$ cat src/rtl/rxf_pkg.sv
package rxf_pkg;
    localparam int unsigned CRC_W    = 32;
    localparam logic [31:0] CRC_POLY = 32'h04C11DB7;

    localparam int unsigned CTL_ON    = 0;
    localparam int unsigned CTL_ANY   = 1;
    localparam int unsigned CTL_GRP_A = 2;
    localparam int unsigned CTL_GRP_B = 3;
    localparam int unsigned CTL_W     = 4;

    typedef enum logic [1:0] {
        ST_IDLE = 2'd0,
        ST_ADDR = 2'd1,
        ST_DONE = 2'd2
    } rxf_state_e;
endpackage

$ cat src/rtl/rxf_crc_byte.sv
module rxf_crc_byte
    import rxf_pkg::*;
#(
    parameter logic [31:0] POLY = CRC_POLY
) (
    input  logic [CRC_W-1:0] crc_in,
    input  logic [7:0]       data,
    output logic [CRC_W-1:0] crc_out
);
    logic [CRC_W-1:0] chain [0:8];

    assign chain[0] = crc_in;

    // One bit per stage, least significant data bit first.
    for (genvar b = 0; b < 8; b++) begin : g_bit
        logic fb;
        assign fb           = chain[b][CRC_W-1] ^ data[b];
        assign chain[b+1]   = {chain[b][CRC_W-2:0], 1'b0} ^ (fb ? POLY : '0);
    end

    assign crc_out = chain[8];
endmodule

$ cat src/rtl/rxf_hash_pick.sv
module rxf_hash_pick #(
    parameter int unsigned HASH_BITS = 64,
    localparam int unsigned IDX_W    = $clog2(HASH_BITS)
) (
    input  logic [IDX_W-1:0]     idx,
    input  logic [HASH_BITS-1:0] table_bits,
    output logic                 hit
);
    // Byte = idx >> 3, bit = idx % 8; flat position is byte*8 + bit = idx.
    assign hit = table_bits[idx];
endmodule

$ cat src/rtl/rx_addr_filter.sv
module rx_addr_filter
    import rxf_pkg::*;
#(
    parameter int unsigned ADDR_BYTES = 6,
    parameter int unsigned HASH_BYTES = 8,
    localparam int unsigned ADDR_W    = ADDR_BYTES * 8,
    localparam int unsigned HASH_BITS = HASH_BYTES * 8,
    localparam int unsigned IDX_W     = $clog2(HASH_BITS),
    localparam int unsigned CNT_W     = $clog2(ADDR_BYTES + 1)
) (
    input  logic                 clk,
    input  logic                 rst_n,
    input  logic [CTL_W-1:0]     rx_ctrl,
    input  logic [ADDR_W-1:0]    station_addr,
    input  logic [HASH_BITS-1:0] hash_table,
    input  logic                 in_valid,
    input  logic                 in_start,
    input  logic [7:0]           in_byte,
    output logic                 dec_valid,
    output logic                 dec_accept
);
    localparam logic [CNT_W-1:0] LAST_IDX = CNT_W'(ADDR_BYTES - 1);

    rxf_state_e       state_q, state_d;
    logic [CNT_W-1:0] cnt_q;
    logic [CRC_W-1:0] crc_q, crc_src, crc_nxt;
    logic             match_q, grp_q;
    logic             first, byte_eq, hash_hit, verdict;
    logic [7:0]       stn_b [ADDR_BYTES];
    logic [7:0]       cmp_byte;

    for (genvar k = 0; k < ADDR_BYTES; k++) begin : g_stn
        assign stn_b[k] = station_addr[8*k +: 8];
    end

    assign first    = in_valid & in_start;
    assign crc_src  = first ? '1 : crc_q;
    assign cmp_byte = first ? stn_b[0] : stn_b[cnt_q];
    assign byte_eq  = (in_byte == cmp_byte);

    rxf_crc_byte u_crc (
        .crc_in  (crc_src),
        .data    (in_byte),
        .crc_out (crc_nxt)
    );

    rxf_hash_pick #(.HASH_BITS(HASH_BITS)) u_pick (
        .idx        (crc_q[CRC_W-1 -: IDX_W]),
        .table_bits (hash_table),
        .hit        (hash_hit)
    );

    // Next-state selection.
    always_comb begin
        state_d = state_q;
        unique case (state_q)
            ST_IDLE: if (first) state_d = ST_ADDR;
            ST_ADDR: begin
                if (first)                              state_d = ST_ADDR;
                else if (in_valid && cnt_q == LAST_IDX) state_d = ST_DONE;
            end
            ST_DONE: state_d = first ? ST_ADDR : ST_IDLE;
            default: state_d = ST_IDLE;
        endcase
    end

    // State register and address datapath.
    always_ff @(posedge clk or negedge rst_n) begin
        if (!rst_n) begin
            state_q <= ST_IDLE;
            cnt_q   <= '0;
            crc_q   <= '1;
            match_q <= 1'b0;
            grp_q   <= 1'b0;
        end else begin
            state_q <= state_d;
            if (first) begin
                crc_q   <= crc_nxt;
                match_q <= byte_eq;
                grp_q   <= in_byte[0];
                cnt_q   <= CNT_W'(1);
            end else if (state_q == ST_ADDR && in_valid) begin
                crc_q   <= crc_nxt;
                match_q <= match_q & byte_eq;
                cnt_q   <= cnt_q + CNT_W'(1);
            end
        end
    end

    // Verdict, in priority order: off, accept any, group, unicast.
    always_comb begin
        if (!rx_ctrl[CTL_ON])       verdict = 1'b0;
        else if (rx_ctrl[CTL_ANY])  verdict = 1'b1;
        else if (grp_q)             verdict = rx_ctrl[CTL_GRP_A] | rx_ctrl[CTL_GRP_B] | hash_hit;
        else                        verdict = match_q;
    end

    // Outputs.
    always_comb begin
        dec_valid  = 1'b0;
        dec_accept = 1'b0;
        unique case (state_q)
            ST_DONE: begin
                dec_valid  = 1'b1;
                dec_accept = verdict;
            end
            default: ;
        endcase
    end
endmodule

$ cat config.mk
export PLATFORM = sky130hd
export DESIGN_NAME = rx_addr_filter
export DESIGN_NICKNAME = d
export VERILOG_FILES = /design/src/rtl/rxf_pkg.sv /design/src/rtl/rxf_crc_byte.sv /design/src/rtl/rxf_hash_pick.sv /design/src/rtl/rx_addr_filter.sv
export SDC_FILE = /design/constraint.sdc
export NUM_CORES = 1
export LEC_CHECK = 0
export BUFFER_PORTS_ARGS = -buffer_cell sky130_fd_sc_hd__buf_2
export CORE_MARGIN = 2
export CORE_UTILIZATION = 35
export DETAILED_ROUTE_END_ITERATION = 10
export HOLD_SLACK_MARGIN = 0.12
export PLACE_DENSITY_LB_ADDON = 0.08
export SLEW_MARGIN = 10
export SYNTH_ARGS = -nofsm -noshare
export SYNTH_HDL_FRONTEND = slang
export SYNTH_SLANG_ARGS = --single-unit
$ cat constraint.sdc
create_clock -name clk -period 2.1 [get_ports clk]
set_input_delay 0 -clock clk [delete_from_list [all_inputs] [get_ports clk]]
set_output_delay 0 -clock clk [all_outputs]
set_load 0.1 [all_outputs]
==> results of run 1 <==
-- cell type report --
class	instances	area, sq um
multi-input combinational	353	2970
timing repair buffer	192	1250
sequential	39	1020
tap	143	179
fill	1127	5750
clock buffer	6	139
inverter	9	33.8
clock inverter	2	35.0
-- worst max-delay path: cells and delay by family (launching register included) --
family          cells  cell delay (ns)
simple gates        1             0.05
buf+inv             2             0.35
flops               1             0.61
compound gates      3             0.37
mux                 2             0.78
-- per-stage QoR --
stage | utilization [%] | TNS, ns | area [sq um] | hold slack [ns]
4_1_cts | 47.8 | -0.335 | 5440 | 0.136
5_1_grt | 49.5 | -0.532 | 5620 | 0.163
3_3_place_gp | 45.0 | -0.349 | 5110 | 0.158
6_report | 49.5 | -0.337 | 5620 | 0.147
2_1_floorplan | - | -0.0344 | 4110 | -0.296
3_5_place_dp | 45.0 | -0.470 | 5110 | 0.147
-- how the worst min path moves through the flow --
stage / startpoint / endpoint / slack (ns)
global placement: rst_n / crc_q[25]$_DFFE_PN1P_ / 0.16
global route: in_start / state_q[1]$_DFFE_PN0P_ / 0.16
finish: in_start / state_q[1]$_DFFE_PN0P_ / 0.15
floorplan: rst_n / cnt_q[0]$_DFFE_PN0P_ / -0.30
CTS: in_start / state_q[1]$_DFFE_PN0P_ / 0.14
detailed placement: rst_n / crc_q[25]$_DFFE_PN1P_ / 0.15
-- placed cells by master (no fill, tap or decap), types with 3 or more instances in the layout --
cell type,instances
mux2i_2,3
buf_2,128
nor2_1,44
o21ai_1,7
a22oi_1,12
o22ai_1,15
nor2b_1,3
inv_1,9
dlygate4sd3_1,4
clkbuf_16,5
xnor2_1,34
a21oi_1,44
nand2_1,26
buf_4,50
dfrtp_1,6
o211ai_1,6
xnor2_2,7
a31oi_1,4
mux2_2,3
nor3_2,3
mux4_2,20
nand3_1,8
nor3_1,9
o21ai_0,9
nand2b_1,5
dfstp_2,32
xor2_1,20
xnor3_1,3
buf_12,7
mux2i_1,14
-- where the power goes --
| group | switching, mW | internal, mW |
|---|---|---|
| Clock | 0.308 | 0.591 |
| Combinational | 2.92 | 3.36 |
| Sequential | 0.343 | 1.36 |
| Total | 3.57 | 5.31 |
-- kinds of logic (layout without fill, tap and decap cells) --
kind of cell,count (synthesis),count (layout),share of synthesized area [%]
AOI/OAI and AO/OA,123,123,19.4
buffers and inverters,47,209,6.64
adders and majority gates,2,2,0.618
and+or+nand+nor,116,116,13.1
muxes,42,42,16.7
DFF,39,39,25.1
xor gates and xnor gates,70,70,18.5
-- routing by layer --
layer / routed length, um / track usage, % / up-vias
met1: 5750 / 28.0 / 1901
li1: - / - / 1916
met4: 89 / 3.37 / 0
met2: 6310 / 35.9 / 104
met3: 750 / 3.59 / 7
met5: 0 / 0 / -
-- state kept, by name (all words and copies together), names as in the netlist --
register / cells
state_q: 2
crc_q: 32
cnt_q: 3
match_q: 1
grp_q: 1
-- what timing repair did --
item	4_1_cts	5_1_grt
gates resized for setup	8	30
buffers inserted	5	3
setup endpoints to repair	5	10
endpoints found under the hold margin	20	0
pin swaps	3	17
cloned	1	0
hold buffers	4	0
==> summary.txt, run 1 <==
Hold Vio Cnt, Final: 0
Seq/Total Area, Yosys: 25.1%
Crit path arrival time: 2.44 ns
Total gr overflow: 0
Setup CP Type: flip-flop to primary output
Number of global-route vias before repair: 4044
Reg-to-reg startpoint: crc_q[28]$_DFFE_PN1P_
Rows: 39
Period minus WS final: 2.44 ns
Die W: 112 um
Relative slew margins: 59.3%
# diodes: 0
Pwr Density: 1580 nW/um^2
Final setup viols: 1
H-tree levels: 2
Largest net degree at the start of global routing: 30
VDD IR max: 0.000633 V
Crit end category: primary output
Yosys Warn Count: 0
R2r setup slk: 0.04 ns
Clk slew on worst S/H paths: 0.06 ns
Synth cell count leaders: 44 x a21oi_1, 44 x nor2_1, 39 x xnor2_1, 32 x dfstp_2, 28 x nand2_1
Pre-CTS setup slack: -0.180 ns
CP Capture Point: dec_accept
Gpl congestion: 0.868
Pre-Repair DR Iteration Count: 4
Share of cells above drive strength 1: 48.4%
Worst-Margin Slew: 0.602 ns
Num ports: 130
Clock Latency Late Sink: 0.28 ns
Die area: 12500 sq um
Post-route total power: 8.89 mW
GR Util All Layers: 20.8%
Worst hold path class: primary input to flip-flop
Worst Path Required: 2.10 ns
Slowest CP cell: dfstp_2
Die extent in y: 112 um
Leak Pwr: 2.47 nW
CP Launch Point: crc_q[26]$_DFFE_PN1P_
Total CTS buffers: 5
Dominant cells by area after synthesis: dfstp_2 21%, mux4_2 11%, xnor2_1 8.4%
Initial antenna violation count: 0
Startpoint types: flip-flop
Drt wl/cell: 17.3 um
Via count: 3928
R2R cell count: 8
Fin crit share: 116%
CTS tree: built
Violated checks: setup timing
Worst path max stage delay: 0.61 ns
Top cell type's share of synthesized area: 20.8%
Peak Freq: 0.410 GHz
Fin worst setup slack: -0.337 ns
Ys flop type: dfstp_2
CP Max Fanout: 8
Cell accounting for the most synthesized area: dfstp_2
First-pass GRT wire length: 20900 um
ANT nets after route: 0
CTS root buf: clkbuf_16
Core area: 11400 sq um
Starting DRC count in detailed routing: 178
Clock Skews: 0.00661 ns
Buffers on Ports: 129
Library cells used by synthesis: 60
Synth Area per Inst: 9.23 sq um
Ys async rst share: 100%
Max Slew Vio Count: 0
Outcome: finished with violations
Placed insts: 723
Drt total wl: 12900 um
Number of flops mapped to enable cells by yosys: 0
Post-Syn Instances: 439
Register bit total from synthesis: 39
Sequence of cells on the critical path: buf_12, mux4_2, mux2_4, nand2_2, o211ai_1, o311ai_4, a31oi_4, buf_12
Max-cap violation count: 0
Vias per cell: 5.28
NumNets Final: 730
Clk sink count: 39
Post-Syn Nets: 569
Reg2reg end: crc_q[8]$_DFFE_PN1P_
Most used cell, CP: buf_12
DR DRC count: 0
Unrepaired setup endpoints after global routing: true
HPWL after DPL: 10000 um
Worst hold path depth: 3
Clock Tree Buf Depth: 2
Area Overhead vs Synth: 38.8%
Final Non-Filler Cells: 744
Synthesized area: 4050 sq um
Starting Density: 35.6%
Power figures use the tool's default switching activity.
==> run 2: changes to the inputs <==
==> constraint.sdc (replaced) <==
create_clock -name clk -period 2.1 [get_ports clk]
set_input_delay 0.21 -clock clk [delete_from_list [all_inputs] [get_ports clk]]
set_output_delay 0.21 -clock clk [all_outputs]
set_load 0.02 [all_outputs]
==> run 2 against run 1 <==
Compared with the run above: the run still ends with setup timing left; utilization down 0.088 points; clock-buffer cell count unchanged; largest cell class unchanged; cell count up 0.27%; sequential power about the same.
==> summary.txt, run 2 (synthesis gave the netlist of run 1 again) <==
Violated checks: setup timing
Rows: 39
R2R cell count: 9
Drt total wl: 12700 um
Crit path buffers/inverters: 2
Via count: 3925
CTS tree: built
Commonest non-fill, non-tap cells in the layout: 128 x buf_2, 55 x buf_4, 43 x a21oi_1, 43 x nor2_1, 34 x xnor2_1
VDD IR max: 0.000735 V
Pwr Density: 1610 nW/um^2
Clock Latency Late Sink: 0.29 ns
HPWL after DPL: 9820 um
Max reg flops: 32
Setup CP Type: flip-flop to primary output
Reg2reg end: crc_q[12]$_DFFE_PN1P_
Worst hold path depth: 2
# diodes: 0
Peak Freq: 0.387 GHz
Slowest CP cell: dfstp_2
Die W: 112 um
Unrepaired setup endpoints after global routing: true
Startpoint types: flip-flop
Worst path max stage delay: 0.61 ns
First-pass GRT wire length: 20300 um
Relative slew margins: 63.2%
Crit path arrival time: 2.38 ns
Clk slew on worst S/H paths: 0.06 ns
Drt wl/cell: 17.0 um
Total CTS buffers: 5
Sequence of cells on the critical path: buf_12, mux4_2, mux2_4, nand2_2, o211ai_1, o311ai_2, a31oi_2, buf_4
Hold EP: state_q[0]$_DFFE_PN0P_
Buffers on Ports: 129
Share of cells above drive strength 1: 49.6%
Area Overhead vs Synth: 38.5%
H-tree levels: 2
Initial antenna violation count: 0
Vias per cell: 5.26
Largest net degree at the start of global routing: 40
Starting Density: 35.6%
Leak Pwr: 2.48 nW
Hold Startpoint: in_valid
Pre-Repair DR Iteration Count: 6
Regs by FF count: crc_q x32, cnt_q x3, state_q x2
Setup tns final: -0.487 ns
Register with the most flip-flops: crc_q
ANT nets after route: 0
Post-route total power: 9.02 mW
FILL cells: 1133
Max Slew Vio Count: 0
WHS: 0.259 ns
Most common cell after layout, fill and taps aside: buf_2
Fin crit share: 123%
Gpl congestion: 0.866
Die extent in y: 112 um
Number of global-route vias before repair: 3921
Clock Skews: 0.00713 ns
Max-cap violation count: 0
NumNets Final: 732
CTS root buf: clkbuf_16
CP Max Fanout: 7
R2r setup slk: 0.02 ns
Outcome: finished with violations
Clk sink count: 39
CP top delay family: multiplexers
Die area: 12500 sq um
Worst-Margin Slew: 0.549 ns
Worst Path Required: 1.89 ns
Period minus WS final: 2.59 ns
Starting DRC count in detailed routing: 256
Crit end category: primary output
Reg-to-reg startpoint: crc_q[28]$_DFFE_PN1P_
Total gr overflow: 0
Worst hold path class: primary input to flip-flop
Utilization after layout: 49.4%
Core area: 11400 sq um
Clock Tree Buf Depth: 2
Final setup viols: 1
Num ports: 130
GR Util All Layers: 20.3%
DR DRC count: 0
Hold Vio Cnt, Final: 0
Fin worst setup slack: -0.487 ns
==> run 2: through the flow <==
stage / instances / cell area [sq um] / worst slack, ns
floorplan: 439 / 4080 / -0.0367
global placement: 733 / 5170 / -0.170
detailed placement: 733 / 5170 / -0.180
CTS: 742 / 5380 / -0.496
global route: 746 / 5610 / -0.580
finish: 746 / 5610 / -0.487
==> run 2: routing by layer <==
layer | wire length (um) | track usage (%) | vias up | part of all wire [%]
met5 | 0 | 0 | - | 0
met4 | 109 | 3.54 | 0 | 0.86
met3 | 603 | 2.89 | 9 | 4.7
met2 | 6250 | 35.2 | 110 | 49
met1 | 5730 | 27.3 | 1880 | 45
li1 | - | - | 1926 | -
==> run 2: cell type report <==
type	count	area [sq um]	area share, %
clock buffers	6	150	2.67
repair buffers	194	1230	22.0
clock inverters	2	37.5	0.669
multi-input cells	353	2960	52.8
flip-flops and latches	39	1020	18.1
inverters	9	33.8	0.602
well taps	143	179	3.19
==> run 2: how the worst max path moves through the flow <==
stage                                     start          to  cells after the start
after floorplan           crc_q[26]$_DFFE_PN1P_  dec_accept                      7
after global placement    crc_q[26]$_DFFE_PN1P_  dec_accept                      6
after detailed placement  crc_q[26]$_DFFE_PN1P_  dec_accept                      6
after CTS                 crc_q[26]$_DFFE_PN1P_  dec_accept                      6
after global routing      crc_q[26]$_DFFE_PN1P_  dec_accept                      8
final                     crc_q[26]$_DFFE_PN1P_  dec_accept                      8
==> run 2: timing repair <==
item / in CTS / in global routing
pin swaps: 1 / 15
gates cloned: 0 / 1
hold endpoints to repair: 7 / 0
hold buffers: 1 / 0
buffers inserted: 0 / 3
gates resized for setup: 3 / 34
endpoints found under the setup margin: 5 / 8
==> run 2: where the power goes <==
| group | switching (mW) | internal (mW) |
|---|---|---|
| registers | 0.353 | 1.36 |
| clock network | 0.333 | 0.633 |
| logic | 2.92 | 3.42 |
==> run 3: changes to the inputs <==
SETUP_SLACK_MARGIN = 0.05   (was not set)
==> run 3 against run 2 <==
Compared with the run above: the flow still finishes with violations (setup timing); sequential power about the same; clock skew up 0.0035 ns; fmax increased by 1.5%; routed wire length is 1.7% higher; register-to-register slack got worse by 0.07 ns; global-route usage rose by 0.29 points; die area is the same; critical path depth is 2 lower; utilization up 1.0 points; hold slack better by 0.050 ns; sequential cell count did not move; clock power fell by 3.9%; critical path type unchanged; highest routed layer unchanged.
==> summary.txt, run 3 (synthesis gave the netlist of run 1 again) <==
Outcome: finished with violations
Violated checks: setup timing
Most common cell after layout, fill and taps aside: buf_2
CP Max Fanout: 9
Share of cells above drive strength 1: 50.7%
Crit end category: primary output
R2R cell count: 7
First-pass GRT wire length: 21000 um
Clock Latency Late Sink: 0.29 ns
Clock Skews: 0.0107 ns
Buffers on Ports: 129
Gpl congestion: 0.807
Pre-CTS setup slack: -0.206 ns
Max-cap violation count: 0
Period minus WS final: 2.55 ns
Clk sink count: 39
Reg-to-reg startpoint: crc_q[28]$_DFFE_PN1P_
Drt wl/cell: 16.9 um
Leak Pwr: 2.54 nW
Worst-Margin Slew: 0.755 ns
Core area: 11400 sq um
Starting DRC count in detailed routing: 166
Initial antenna violation count: 0
Reg2reg end: crc_q[8]$_DFFE_PN1P_
Drt total wl: 12900 um
Total CTS buffers: 5
Unrepaired setup endpoints after global routing: true
Vias per cell: 5.22
Max reg flops: 32
Area Overhead vs Synth: 41.4%
NumNets Final: 748
CP top delay family: multiplexers
Max Slew Vio Count: 0
HPWL after DPL: 10200 um
Clock Tree Buf Depth: 2
Fin worst setup slack: -0.449 ns
Pre-Repair DR Iteration Count: 4
Startpoint types: flip-flop
Register with the most flip-flops: crc_q
WHS: 0.309 ns
Worst path max stage delay: 0.59 ns
GR Util All Layers: 20.6%
Clk slew on worst S/H paths: 0.07 ns
Worst Path Required: 1.89 ns
R2r setup slk: -0.05 ns
CTS root buf: clkbuf_16
Die area: 12500 sq um
Total gr overflow: 0
Number of global-route vias before repair: 4103
WP depth: 6
Fin crit share: 121%
Crit path buffers/inverters: 2
Pwr Density: 1570 nW/um^2
Commonest non-fill, non-tap cells in the layout: 128 x buf_2, 72 x buf_4, 44 x a21oi_1, 44 x nor2_1
Die extent in y: 112 um
Starting Density: 35.6%
Post-route total power: 9.02 mW
Slowest CP cell: dfstp_2
Num ports: 130
CTS tree: built
VDD IR max: 0.000822 V
Rows: 39
CP Launch Point: crc_q[26]$_DFFE_PN1P_
Die W: 112 um
Via count: 3977
Final setup viols: 5
Peak Freq: 0.392 GHz
H-tree levels: 2
Sequence of cells on the critical path: buf_12, mux4_2, mux2_2, o311ai_2, a31oi_2, buf_4
# diodes: 0
Crit path arrival time: 2.34 ns
Hold Vio Cnt, Final: 0
Largest net degree at the start of global routing: 33
Setup CP Type: flip-flop to primary output
ANT nets after route: 0
Relative slew margins: 49.7%
Regs by FF count: crc_q x32, cnt_q x3, state_q x2
Worst hold path class: primary input to flip-flop
CP Capture Point: dec_accept
DR DRC count: 0
==> run 3: cell types whose count changed in the layout (fill, tap and decap cells not counted), moves of 2 or more <==
cell     before  now
o211a_4       2    0
mux2i_2       0    3
a22oi_2       4    0
xnor2_1      34   32
buf_12        5    3
xnor2_2       6    8
xor2_1       18   16
xor2_2        3    5
a22oi_1       8   12
o211a_1       0    2
mux2i_4       0    5
mux2i_1      18   10
buf_4        55   72
==> run 3: timing repair <==
action / 4_1_cts / 5_1_grt
pin swaps: 12 / 13
cloned: 0 / 1
setup buffers: 5 / 6
hold buffers: 1 / 0
endpoints found under the setup margin: 16 / 16
gates resized for setup: 6 / 36
hold endpoints to repair: 7 / 0
==> run 3: how the worst min path moves through the flow <==
stage,from,end,cells after the start
after floorplan,rst_n,cnt_q[0]$_DFFE_PN0P_,0
after global placement,rst_n,grp_q$_DFFE_PN0P_,1
after detailed placement,rst_n,grp_q$_DFFE_PN0P_,1
after CTS,in_byte[7],crc_q[22]$_DFFE_PN1P_,4
after global routing,in_byte[7],crc_q[22]$_DFFE_PN1P_,4
final,in_byte[7],crc_q[22]$_DFFE_PN1P_,4
==> run 3: layout make-up <==
| class | count | area, sq um |
|---|---|---|
| fillers | 1053 | 5640 |
| multi-input cells | 353 | 2990 |
| repair buffers | 210 | 1340 |
| flip-flops and latches | 39 | 1020 |
| well taps | 143 | 179 |
| clock buffers | 6 | 139 |
| clock inverters | 2 | 38.8 |
| inverters | 9 | 33.8 |
==> run 3: power breakdown <==
| part | leakage (nW) | internal (mW) | switching (mW) |
|---|---|---|---|
| clock | 0.0875 | 0.598 | 0.330 |
| combinational | 2.03 | 3.45 | 2.94 |
| sequential | 0.422 | 1.36 | 0.345 |
| total | 2.54 | 5.41 | 3.61 |
==> run 3: worst register-to-register path: stages, from the launching register on <==
cell and delay [ns]:
dfstp_2 0.62, xnor2_1 0.12, or3_1 0.35, buf_4 0.15, o211a_1 0.13, o211a_1 0.25
or2_1 0.23, a22oi_1 0.20
==> run 3: per-stage QoR <==
stage,instance area [sq um],std cells,TNS (ns),util [%]
global route,5730,762,-1.18,50.4
finish,5730,762,-0.553,50.4
detailed placement,5200,741,-0.556,45.8
CTS,5460,755,-0.510,48.0
global placement,5200,741,-0.405,45.8
floorplan,4090,439,-0.0367,-
==> run 3: layer usage <==
layer,GRT usage [%],vias up,wire [um]
met5,0,-,0
met4,2.47,0,109
met3,2.89,9,615
met2,35.8,105,6310
met1,28.1,1909,5880
li1,-,1954,-
